## config.mk

```make
export PLATFORM = sky130hd
export DESIGN_NAME = io_trap_monitor
export DESIGN_NICKNAME = d
export VERILOG_FILES = /design/src/rtl/io_trap_pkg.sv /design/src/rtl/io_trap_match.sv /design/src/rtl/io_trap_regs.sv /design/src/rtl/io_trap_monitor.sv
export SDC_FILE = /design/constraint.sdc
export NUM_CORES = 1
export LEC_CHECK = 0
export ABC_AREA = 1
export BUFFER_PORTS_ARGS = -buffer_cell sky130_fd_sc_hd__buf_2
export CORE_UTILIZATION = 53
export DETAILED_ROUTE_END_ITERATION = 8
export PLACE_DENSITY = 0.75
export SYNTH_ARGS = -nofsm -noshare
export SYNTH_HDL_FRONTEND = slang
export SYNTH_SLANG_ARGS = --single-unit
```

## constraint.sdc

```tcl
create_clock -name clk_i -period 1.2 [get_ports clk_i]
set_input_delay 0.12 -clock clk_i [delete_from_list [all_inputs] [get_ports clk_i]]
set_output_delay 0.12 -clock clk_i [all_outputs]
set_load 0.02 [all_outputs]
```

## src/rtl/io_trap_pkg.sv

```systemverilog
package io_trap_pkg;
  localparam int unsigned IO_AW   = 16;
  localparam int unsigned NIB_W   = 4;
  localparam int unsigned N_MON   = 4;
  localparam int unsigned REG_DW  = 16;
  localparam int unsigned REG_AW  = 3;
endpackage

```

## src/rtl/io_trap_match.sv

```systemverilog
module io_trap_match #(
  parameter int unsigned AW = io_trap_pkg::IO_AW,
  parameter int unsigned MW = io_trap_pkg::NIB_W
) (
  input  logic          clk_i,
  input  logic          rst_ni,
  input  logic [AW-1:0] addr_i,
  input  logic [AW-1:0] base_i,
  input  logic [MW-1:0] mask_i,
  input  logic          en_i,
  output logic          hit_o
);
  logic [AW-1:0] care;
  logic          match;

  assign care  = ~{{(AW-MW){1'b0}}, mask_i};
  assign match = ((addr_i ^ base_i) & care) == '0;
  assign hit_o = match & en_i;

  // upper bits are never masked
  assert_upper_exact_R4: assert property (@(posedge clk_i) disable iff (!rst_ni)
    hit_o |-> (addr_i[AW-1:MW] == base_i[AW-1:MW]));
endmodule

```

## src/rtl/io_trap_regs.sv

```systemverilog
module io_trap_regs #(
  parameter int unsigned N  = io_trap_pkg::N_MON,
  parameter int unsigned AW = io_trap_pkg::IO_AW,
  parameter int unsigned MW = io_trap_pkg::NIB_W,
  parameter int unsigned DW = io_trap_pkg::REG_DW,
  parameter int unsigned RA = io_trap_pkg::REG_AW
) (
  input  logic                 clk_i,
  input  logic                 rst_ni,
  input  logic                 we_i,
  input  logic [RA-1:0]        addr_i,
  input  logic [DW-1:0]        wdata_i,
  input  logic [N-1:0]         set_i,
  output logic [DW-1:0]        rdata_o,
  output logic [N-1:0][AW-1:0] base_o,
  output logic [N*MW-1:0]      mask_o,
  output logic [N-1:0]         trap_en_o,
  output logic [N-1:0]         fwd_en_o,
  output logic [N-1:0]         status_o
);
  localparam logic [RA-1:0] A_MASK = RA'(N);
  localparam logic [RA-1:0] A_CTRL = RA'(N + 1);
  localparam logic [RA-1:0] A_STAT = RA'(N + 2);

  logic [N-1:0] clr;
  assign clr = (we_i && addr_i == A_STAT) ? wdata_i[N-1:0] : '0;

  for (genvar k = 0; k < N; k++) begin : g_base
    always_ff @(posedge clk_i or negedge rst_ni) begin
      if (!rst_ni)                          base_o[k] <= '0;
      else if (we_i && addr_i == RA'(k))    base_o[k] <= wdata_i[AW-1:0];
    end
  end

  always_ff @(posedge clk_i or negedge rst_ni) begin
    if (!rst_ni) begin
      mask_o    <= '0;
      trap_en_o <= '0;
      fwd_en_o  <= '0;
      status_o  <= '0;
    end else begin
      if (we_i && addr_i == A_MASK) mask_o <= wdata_i[N*MW-1:0];
      if (we_i && addr_i == A_CTRL) begin
        trap_en_o <= wdata_i[N-1:0];
        fwd_en_o  <= wdata_i[2*N-1:N];
      end
      status_o <= (status_o & ~clr) | set_i;  // set beats clear
    end
  end

  always_comb begin
    rdata_o = '0;
    for (int k = 0; k < N; k++)
      if (addr_i == RA'(k)) rdata_o = DW'(base_o[k]);
    if (addr_i == A_MASK) rdata_o = DW'(mask_o);
    if (addr_i == A_CTRL) rdata_o = DW'({fwd_en_o, trap_en_o});
    if (addr_i == A_STAT) rdata_o = DW'(status_o);
  end

  assert_status_sticky_R6: assert property (@(posedge clk_i) disable iff (!rst_ni)
    ((status_o & ~clr) != '0) |=>
      ((status_o & $past(status_o & ~clr)) == $past(status_o & ~clr)));
  assert_set_lands_R6: assert property (@(posedge clk_i) disable iff (!rst_ni)
    (set_i != '0) |=> ((status_o & $past(set_i)) == $past(set_i)));
endmodule

```

## src/rtl/io_trap_monitor.sv

```systemverilog
module io_trap_monitor
  import io_trap_pkg::*;
#(
  parameter int unsigned N  = N_MON,
  parameter int unsigned AW = IO_AW,
  parameter int unsigned MW = NIB_W,
  parameter int unsigned DW = REG_DW,
  parameter int unsigned RA = REG_AW
) (
  input  logic          clk_i,
  input  logic          rst_ni,
  input  logic          reg_we_i,
  input  logic [RA-1:0] reg_addr_i,
  input  logic [DW-1:0] reg_wdata_i,
  output logic [DW-1:0] reg_rdata_o,
  input  logic          io_valid_i,
  input  logic [AW-1:0] io_addr_i,
  input  logic          io_down_i,
  output logic          trap_o,
  output logic          local_o,
  output logic          fwd_down_o,
  output logic          smi_o
);
  logic [N-1:0][AW-1:0] base;
  logic [N*MW-1:0]      mask;
  logic [N-1:0]         trap_en, fwd_en, status, hit, trap_vec;
  logic                 blocked;

  io_trap_regs #(.N(N), .AW(AW), .MW(MW), .DW(DW), .RA(RA)) u_regs (
    .clk_i, .rst_ni,
    .we_i      (reg_we_i),
    .addr_i    (reg_addr_i),
    .wdata_i   (reg_wdata_i),
    .set_i     (trap_vec),
    .rdata_o   (reg_rdata_o),
    .base_o    (base),
    .mask_o    (mask),
    .trap_en_o (trap_en),
    .fwd_en_o  (fwd_en),
    .status_o  (status)
  );

  for (genvar k = 0; k < N; k++) begin : g_mon
    io_trap_match #(.AW(AW), .MW(MW)) u_match (
      .clk_i, .rst_ni,
      .addr_i (io_addr_i),
      .base_i (base[k]),
      .mask_i (mask[k*MW +: MW]),
      .en_i   (trap_en[k]),
      .hit_o  (hit[k])
    );
  end

  assign trap_vec   = io_valid_i ? hit : '0;
  assign trap_o     = |trap_vec;
  assign blocked    = |(trap_vec & ~fwd_en);
  assign local_o    = io_valid_i & ~io_down_i;
  assign fwd_down_o = io_valid_i & io_down_i & ~blocked;
  assign smi_o      = |(status & trap_en);

  localparam logic [RA-1:0] A_STAT = RA'(N + 2);

  assert_idle_quiet_R11: assert property (@(posedge clk_i) disable iff (!rst_ni)
    (!io_valid_i && !(reg_we_i && reg_addr_i == A_STAT)) |=> $stable(status));
  assert_local_route_R10: assert property (@(posedge clk_i) disable iff (!rst_ni)
    (io_valid_i && !io_down_i) |-> (local_o && !fwd_down_o));
  assert_fwd_blocked_R9: assert property (@(posedge clk_i) disable iff (!rst_ni)
    fwd_down_o |-> ((trap_vec & ~fwd_en) == '0));
  assert_routing_onehot_R10: assert property (@(posedge clk_i) disable iff (!rst_ni)
    $onehot0({local_o, fwd_down_o}));
endmodule

```

Word-level counts from Yosys, hierarchy flattened:

Index checks and enable logic that the tools add are counted.

* register bits after elaboration: 92
* input bits: 40
* output and inout bits: 20
* logic and storage cells: 65

* equal/unequal tests: 6
* mux-type cells: 9
* bitwise gates (word level): 27
* reduce and logical (&&, ||, !) cells: 15

Operators with widths (count)
* 16-bit 2-to-1 mux: 7
* 16-bit AND: 4
* 16-bit zero test: 4
* 4-bit inverter with 16-bit output: 4
* 16-bit bitwise XOR: 4
* 4-bit AND: 3
* 4-bit OR reduction: 3
* 3-bit equality test, second input constant: 3
* 4-bit 2-to-1 mux: 2
* 4-bit inverter: 2
* 1-bit AND: 7
* 1-bit logical AND: 7
* 3-bit by 2-bit equality test with 1-bit output, second input constant: 2
* 4-bit bitwise OR: 1
* 3-bit by 1-bit equality test with 1-bit output, second input constant: 1
* 3-bit zero test: 1
* 1-bit inverter: 2

Longest topological paths before layout:

Gate-level depths: netlist of the first run.

* depth in word-level cells: 9
* gate-level depth with buffers: 9
* gate-level depth less buffers: 9

Modules after synthesis:

Synthesis of the first run repeated with hierarchy kept, for this count alone.

* cells, all modules: 869
* area total of the unflattened synthesis: 5616.6 sq um

Modules (own cells, without submodules)
* io_trap_regs: instances 1, cells an instance 507, area each 4171.5 sq um, seq. area each 2302.2 sq um
* io_trap_match: instances 4, cells an instance 83, area each 326.6 sq um, seq. area each 0.0 sq um
* io_trap_monitor: instances 1, cells an instance 30, area each 138.9 sq um, seq. area each 0.0 sq um

Least setup slack after synthesis of the first run:

Ideal clock, no wire load.

* path kind: reg-to-output
* from: register u_regs.base_o[18] (netlist name)
* to: output trap_o
* data arrival time: 1160 ps
* required time: 1080 ps
* slack: -80 ps
* cell stages (with the launch flop): 7
* path buffers: 0
* cells stage by stage: dfrtp_1 > or2_2 > nand2_1 > nand2_1 > nor2_1 > nand3_1 > nand4_1

* cells in the longest elaborated chain, start to end: 6

Ends and longest elaborated chain
* from (decl): line io_trap_regs.sv:15 `output logic [N-1:0][AW-1:0] base_o,`
* from (signal, indexed assignment): line io_trap_regs.sv:31 `else if (we_i && addr_i == RA'(k)) base_o[k] <= wdata_i[AW-1:0];`
* 16-bit bitwise XOR: line io_trap_match.sv:17 `assign match = ((addr_i ^ base_i) & care) == '0;`
* 16-bit AND: line io_trap_match.sv:17
* 16-bit zero test: line io_trap_match.sv:17
* 1-bit AND: line io_trap_match.sv:18 `assign hit_o = match & en_i;`
* 4-bit 2-to-1 mux: line io_trap_monitor.sv:54 `assign trap_vec = io_valid_i ? hit : '0;`
* 4-bit OR reduction: line io_trap_monitor.sv:55 `assign trap_o = |trap_vec;`
* to (decl): line io_trap_monitor.sv:19 `output logic trap_o,`

Every way passes these cells.

Worst setup path after layout of the first run:

* from: register u_regs.base_o[19] (netlist name)
* to: output trap_o

The elaborated chain is that of the path after synthesis.

==> results of run 1 <==
==> placed cells by master (no fill, tap or decap), types with 17 or more instances in the layout <==
cell and instances:
inv_2 26, nand2_1 214, buf_2 39, nor2_1 35, buf_4 115, o21ai_1 34, inv_1 72, o21ai_0 80
a21oi_1 17, dfrtp_1 92, buf_6 34
==> registers in the layout (all words and copies together) (netlist names) <==
name / flops
u_regs.base_o: 64
u_regs.fwd_en_o: 4
u_regs.mask_o: 16
u_regs.status_o: 4
u_regs.trap_en_o: 4
==> power groups by stage <==
stage | combinational, mW | sequential [mW] | clock [mW]
2_1_floorplan | 1.44 | 4.06 | 0
3_3_place_gp | 2.87 | 4.11 | 0
3_5_place_dp | 2.94 | 4.14 | 0
4_1_cts | 3.24 | 4.10 | 2.34
5_1_grt | 3.96 | 4.20 | 2.48
6_report | 3.67 | 4.15 | 2.35
==> worst paths after layout <==
kind                            slack [ns]  depth (start not counted)                  to         startpoint
worst min register to register        0.50                          2    u_regs.base_o[3]   u_regs.base_o[3]
max in group asynchronous             0.57                          3    u_regs.base_o[8]             rst_ni
min in group asynchronous             0.29                          3    u_regs.mask_o[8]             rst_ni
worst min-delay path                  0.06                          3   u_regs.base_o[31]    reg_wdata_i[15]
worst max register to register       -0.21                         10  u_regs.status_o[3]  u_regs.base_o[56]
worst max-delay path                 -0.70                          8              trap_o  u_regs.base_o[19]
==> metal layers <==
metal	GRT usage [%]	share of wire [%]	routed length (um)	up-vias
li1	-	-	-	2682
met1	50.52	39	7389	2718
met2	57.90	46	8768	360
met3	7.074	10	1908	66
met4	21.96	5.1	964	0
met5	0	0	0	-
==> worst max-delay path, stage by stage (launching register included) <==
cell     delay, ns
dfrtp_1       0.42
inv_2         0.08
nand2_1       0.05
nand3_1       0.15
nand3_2       0.14
nor2_4        0.17
nand3_2       0.10
nand4_1       0.16
buf_6         0.14
==> area by class of cell <==
class	count	share of cell area, %
inverters	102	5.325
repair buffers	195	21.30
well taps	129	2.188
multi-input cells	508	37.12
clock buffers	10	1.865
flip-flops and latches	92	31.20
clock inverters	4	1.001
==> cell families after synthesis <==
group,Yosys count,synth area share (%)
flops,92,44.36
xor+xnor,14,2.362
compound gates,173,17.94
simple gates,321,25.51
buf+inv,123,9.836
==> repair_timing <==
item | in CTS | in global routing
setup endpoints to repair | 23 | 27
hold endpoints to repair | 92 | 0
pin swaps | 35 | 43
buffers inserted | 12 | 18
hold buffers | 1 | 0
gates resized for setup | 82 | 89
==> Yosys cell counts (all sizes together) (2+ instances only) <==
cell type	instances
a41oi	2
a22oi	6
o21ai	118
a31oi	4
clkbuf	4
nor2	56
o22ai	12
inv	102
nand4	7
nand2	236
dfrtp	92
o2111ai	2
xnor2	10
nor3	3
buf	17
xor2	4
nand3	17
a211oi	2
a21oi	24
==> results.sh, run 1 <==
export IMPL_routed_wire_length_per_instance_um=18.30
export IMPL_failed_checks="negative setup slack"
export IMPL_drc_errors=0
export IMPL_area_of_the_multi_input_gates_um2=2739
export IMPL_final_instance_count_excl_fill=1040
export IMPL_floorplan_die_height_um=101.0
export IMPL_placed_cells=1009
export IMPL_drt_pre_antenna_iters=5
export IMPL_routabilityCongestion=1.023
export IMPL_fin_area_um2=7378
export IMPL_synthDominantCellAreaShare_pct=44.36
export IMPL_power_report_internal_total_mw=6.612
export IMPL_ant_nets=0
export IMPL_status="finished, violations left"
export IMPL_cap_viol_max_count=0
export IMPL_proportion_of_synthesized_chip_area_in_sequential_cells_pct=44.36
export IMPL_final_nets=948
export IMPL_critical_path_endpoint_type="output port"
export IMPL_number_of_antenna_violations_at_the_first_check_in_global_routing=0
export IMPL_synth_main_ff_cell="dfrtp_1"
export IMPL_tritoncts="done"
export IMPL_post_synth_edffs=0
export IMPL_power_net_switching_mw=3.560
export IMPL_routed_wl_um=19030
export IMPL_postSynthCellCount=723
export IMPL_maximum_fanout_along_the_worst_path=3
export IMPL_synth_area_leaders="dfrtp_1 44%, nand2_1 16%, o21ai_0 9.2%"
export IMPL_tritoncts_num_sinks=92
export IMPL_yosysWarningCount=0
export IMPL_mappedNetlistArea_um2=5190
export IMPL_netlist_cell_type_count=34
export IMPL_timing_clock_skew_ns=0.01099
export IMPL_io_buffers=59
export IMPL_max_clock_path_buffers=2
export IMPL_worst_hold_slack_ns=0.05675
export IMPL_dp_hpwl_um=13040
export IMPL_final_max_slew_viol_count=0
export IMPL_final_core_utilization_pct=78.73
export IMPL_static_leakage_power_nw=3.786
export IMPL_rsz0062_at_grt="yes"
export IMPL_design_die_area_um2=10190
export IMPL_insertedDiodeCount=0
export IMPL_synth_ff_latch_count=92
export IMPL_timing_final_ws_setup_ns=-0.7005
export IMPL_clock_power_share_pct=23.1
export IMPL_worstSkewPairLatency_ns=0.37
export IMPL_placement_rows=35
export IMPL_synth_async_sr_flop_share_pct=100.0
export IMPL_clockRootBuffer="clkbuf_8"
export IMPL_area_sequential_um2=2302
export IMPL_setup_tns_final_ns=-8.206
export IMPL_post_route_period_util_pct=158.4
export IMPL_combPwrFrac_pct=36.1
export IMPL_timing_critical_path_required_ns=1.08
export IMPL_layout_area_overhead_vs_synth_pct=42.16
export IMPL_synth_top_area_cell="dfrtp_1"
export IMPL_grt_max_degree=64
export IMPL_fmax_mhz=526.2
export IMPL_via_count_of_the_first_global_routing_pass=5524
export IMPL_timing_final_hold_violations=0
export IMPL_synthesis_nets=763
export IMPL_vdd_drop_max_uv=848.8
export IMPL_critical_path_arrival_ns=1.78
export IMPL_dp_slack_ns=-0.3881
export IMPL_cts_buffers=9
export IMPL_fillers=686
export IMPL_iter_0_drt_violations=466
export IMPL_final_worst_path_period_need_ns=1.900
export IMPL_global_route_wire_length_before_repair_um=28430
export IMPL_core_area_um2=9371
export IMPL_effective_utilization_at_floorplan_pct=55.38
export IMPL_timing_hold_worst_class="input pin to flop"
export IMPL_worstSetupPathType="flop to output port"
export IMPL_vias=5826
export IMPL_detailed_place_area_um2=6525
export IMPL_clk_pin_slew_worst_paths_ns=0.09
export IMPL_io_pins=60
export IMPL_start_kind="flop"
export IMPL_setup_viol=23
export IMPL_clock_tree_htree_level_count=3
export IMPL_grt_usage_pct=37.87
export IMPL_floorplan_die_width_um=101.0
export IMPL_seq_power_share_pct=40.8
export IMPL_route_detailed_vias_per_inst=5.602
export IMPL_total_power_mw=10.17
export IMPL_globalRouteOverflowTotal=0
export IMPL_p_sw_share_pct=35.00
export IMPL_tightest_slew_ns=0.3914
export IMPL_timing_max_slew_rel_slack_pct=73.88
export IMPL_power_per_cell_area_nw_per_um2=1379
export IMPL_final_layout_size_suffix_gt1_share_pct=36.11
export IMPL_avgSynthCellArea_um2=7.178
Note: power is estimated with default switching activity, not from simulation.
==> run 2: changes to the inputs <==
--- a/config.mk
+++ b/config.mk
@@ -9,6 +9,7 @@
 export BUFFER_PORTS_ARGS = -buffer_cell sky130_fd_sc_hd__buf_2
 export CORE_UTILIZATION = 53
 export DETAILED_ROUTE_END_ITERATION = 8
+export GPL_ROUTABILITY_DRIVEN = 0
 export PLACE_DENSITY = 0.75
 export SYNTH_ARGS = -nofsm -noshare
 export SYNTH_HDL_FRONTEND = slang
==> constraint.sdc (replaced) <==
create_clock -name clk_i -period 1.2 [get_ports clk_i]
set_input_delay 0.24 -clock clk_i [delete_from_list [all_inputs] [get_ports clk_i]]
set_output_delay 0.24 -clock clk_i [all_outputs]
set_load 0.02 [all_outputs]
==> results.sh, run 2 (same netlist as run 1, synthesis figures left out) <==
export IMPL_drc_errors=0
export IMPL_dp_hpwl_um=13360
export IMPL_dp_slack_ns=-0.6470
export IMPL_worstSetupPathType="flop to output port"
export IMPL_timing_final_ws_setup_ns=-1.071
export IMPL_largest_reg_flops=64
export IMPL_failed_checks="negative setup slack"
export IMPL_power_per_cell_area_nw_per_um2=1352
export IMPL_post_route_period_util_pct=189.2
export IMPL_start_kind="flop"
export IMPL_setup_viol=25
export IMPL_critical_path_top_cell_by_count="nand2_1"
export IMPL_effective_utilization_at_floorplan_pct=55.38
export IMPL_seq_power_share_pct=40.0
export IMPL_critical_path_arrival_ns=2.03
export IMPL_area_sequential_um2=2302
export IMPL_rsz0062_at_grt="yes"
export IMPL_critical_path_cell_list="a21oi_1, nand2_1, nand2_1, nor2_1, nand4_1, nand3_2, nor2_4, buf_6"
export IMPL_routed_wire_length_per_instance_um=20.29
export IMPL_io_pins=60
export IMPL_fillers=544
export IMPL_tightest_slew_ns=0.4794
export IMPL_top_register_by_number_of_flip_flops="u_regs.base_o"
export IMPL_cp_num_buf_inv=1
export IMPL_floorplan_die_height_um=101.0
export IMPL_min_delay_path_depth=3
export IMPL_r2r_end="u_regs.status_o[0]"
export IMPL_layout_commonest_cell="nand2_1"
export IMPL_r2r_slack_ns=-0.37
export IMPL_static_leakage_power_nw=3.883
export IMPL_cts_buffers=9
export IMPL_grt_max_degree=33
export IMPL_drt_pre_antenna_iters=6
export IMPL_timing_max_slew_rel_slack_pct=67.83
export IMPL_global_route_wire_length_before_repair_um=31090
export IMPL_total_power_mw=10.52
export IMPL_placement_rows=35
export IMPL_vdd_drop_max_uv=987.2
export IMPL_critical_path_reg2reg_startpoint="u_regs.base_o[3]"
export IMPL_design_die_area_um2=10190
export IMPL_clock_power_share_pct=21.6
export IMPL_power_net_switching_mw=3.999
export IMPL_timing_critical_path_required_ns=0.96
export IMPL_r2r_cells=8
export IMPL_area_of_the_multi_input_gates_um2=2967
export IMPL_hold_path_startpoint="reg_wdata_i[10]"
export IMPL_p_sw_share_pct=38.01
export IMPL_combPwrFrac_pct=38.4
export IMPL_fin_area_um2=7784
export IMPL_layout_area_overhead_vs_synth_pct=49.98
export IMPL_route_detailed_vias_per_inst=6.035
export IMPL_cpMaxStageDelayCell="dfrtp_1"
export IMPL_ant_nets=0
export IMPL_core_area_um2=9371
export IMPL_final_nets=956
export IMPL_grt_usage_pct=41.11
export IMPL_clockRootBuffer="clkbuf_8"
export IMPL_timing_clock_skew_ns=0.01410
export IMPL_worstSkewPairLatency_ns=0.39
export IMPL_layout_cells_most_common_list="207 x nand2_1, 110 x buf_4, 92 x dfrtp_1, 80 x o21ai_0, 66 x inv_1"
export IMPL_power_report_internal_total_mw=6.523
export IMPL_detailed_place_area_um2=6823
export IMPL_iter_0_drt_violations=699
export IMPL_floorplan_die_width_um=101.0
export IMPL_critical_path_max_stage_delay_ns=0.45
export IMPL_via_count_of_the_first_global_routing_pass=6067
export IMPL_largest_registers_in_the_final_layout="u_regs.base_o: 64 flops, u_regs.mask_o: 16 flops"
export IMPL_hold_endpoint="u_regs.base_o[26]"
export IMPL_critPathTopFamily="simple AND/OR/NAND/NOR gates"
export IMPL_status="finished, violations left"
export IMPL_insertedDiodeCount=0
export IMPL_max_clock_path_buffers=2
export IMPL_final_worst_path_period_need_ns=2.271
export IMPL_timing_final_hold_violations=0
export IMPL_final_max_slew_viol_count=0
export IMPL_final_layout_size_suffix_gt1_share_pct=39.20
export IMPL_maximum_fanout_along_the_worst_path=3
export IMPL_routed_wl_um=21310
export IMPL_clk_pin_slew_worst_paths_ns=0.11
export IMPL_tritoncts_num_sinks=92
export IMPL_worst_hold_slack_ns=0.1609
export IMPL_fmax_mhz=440.4
export IMPL_critical_path_endpoint_type="output port"
export IMPL_timing_hold_worst_class="input pin to flop"
export IMPL_cap_viol_max_count=0
export IMPL_vias=6337
export IMPL_number_of_antenna_violations_at_the_first_check_in_global_routing=0
export IMPL_io_buffers=59
export IMPL_clock_tree_htree_level_count=3
export IMPL_tritoncts="done"
export IMPL_globalRouteOverflowTotal=0
==> run 2: changes by cell type in the layout (fill, tap and decap cells not counted), moves of 4 or more <==
| cell | before | now |
|---|---|---|
| a31oi_4 | 0 | 4 |
| a31oi_1 | 4 | 0 |
| o22ai_4 | 1 | 5 |
| a21oi_1 | 17 | 12 |
| buf_6 | 34 | 45 |
| inv_6 | 1 | 6 |
| nor2_2 | 15 | 11 |
| inv_1 | 72 | 66 |
| buf_4 | 115 | 110 |
| nand2_2 | 15 | 19 |
| nand2_1 | 214 | 207 |
==> run 2: power by group through the flow <==
stage          combinational [mW]  clock (mW)  sequential [mW]
2_1_floorplan                1.55           0             4.08
5_1_grt                      4.29        2.38             4.25
3_5_place_dp                 3.15           0             4.15
6_report                     4.04        2.28             4.21
4_1_cts                      3.55        2.25             4.13
3_3_place_gp                 3.04           0             4.12
==> run 2: per-stage QoR <==
stage / util, % / std cells / setup TNS [ns]
2_1_floorplan: - / 723 / -0.7694
3_3_place_gp: 72.80 / 1017 / -36.80
3_5_place_dp: 72.80 / 1017 / -39.48
4_1_cts: 80.16 / 1046 / -10.98
5_1_grt: 83.06 / 1050 / -12.87
6_report: 83.06 / 1050 / -12.26
==> run 2: how the worst max path moves through the flow <==
stage | startpoint | endpoint | slack (ns) | cells past startpoint
global route | u_regs.base_o[3] | fwd_down_o | -1.06 | 9
detailed placement | io_addr_i[3] | fwd_down_o | -0.65 | 10
CTS | u_regs.base_o[9] | fwd_down_o | -0.79 | 9
floorplan | u_regs.base_o[18] | trap_o | -0.12 | 6
finish | u_regs.mask_o[4] | fwd_down_o | -1.07 | 8
global placement | io_addr_i[3] | fwd_down_o | -0.61 | 10
==> run 2: what timing repair did <==
item,4_1_cts,5_1_grt
pin swaps,47,50
hold endpoints to repair,75,0
buffers inserted,19,17
endpoints found under the setup margin,55,48
hold buffers,1,0
resized for setup,126,77
==> run 2: worst reg2reg max path: cells and delay by family, from the launching register on <==
kind	cells	cell delay, ns
compound gates	2	0.36
buf+inv	2	0.21
flops	1	0.41
simple gates	4	0.56
==> run 2: final cells by class <==
| cell class | count | area share, % |
|---|---|---|
| inverters | 102 | 5.562 |
| clock buffers | 9 | 1.591 |
| flip-flops and latches | 92 | 29.58 |
| repair buffers | 203 | 22.04 |
| well taps | 129 | 2.074 |
| clock inverters | 7 | 1.045 |
| multi-input cells | 508 | 38.11 |
==> run 2: metal layers <==
layer	global-route usage, %	up-vias	share of wire, %
met4	29.10	0	8.4
met2	63.96	499	45
li1	-	2714	-
met3	9.015	184	11
met5	0	-	0
met1	50.88	2940	35
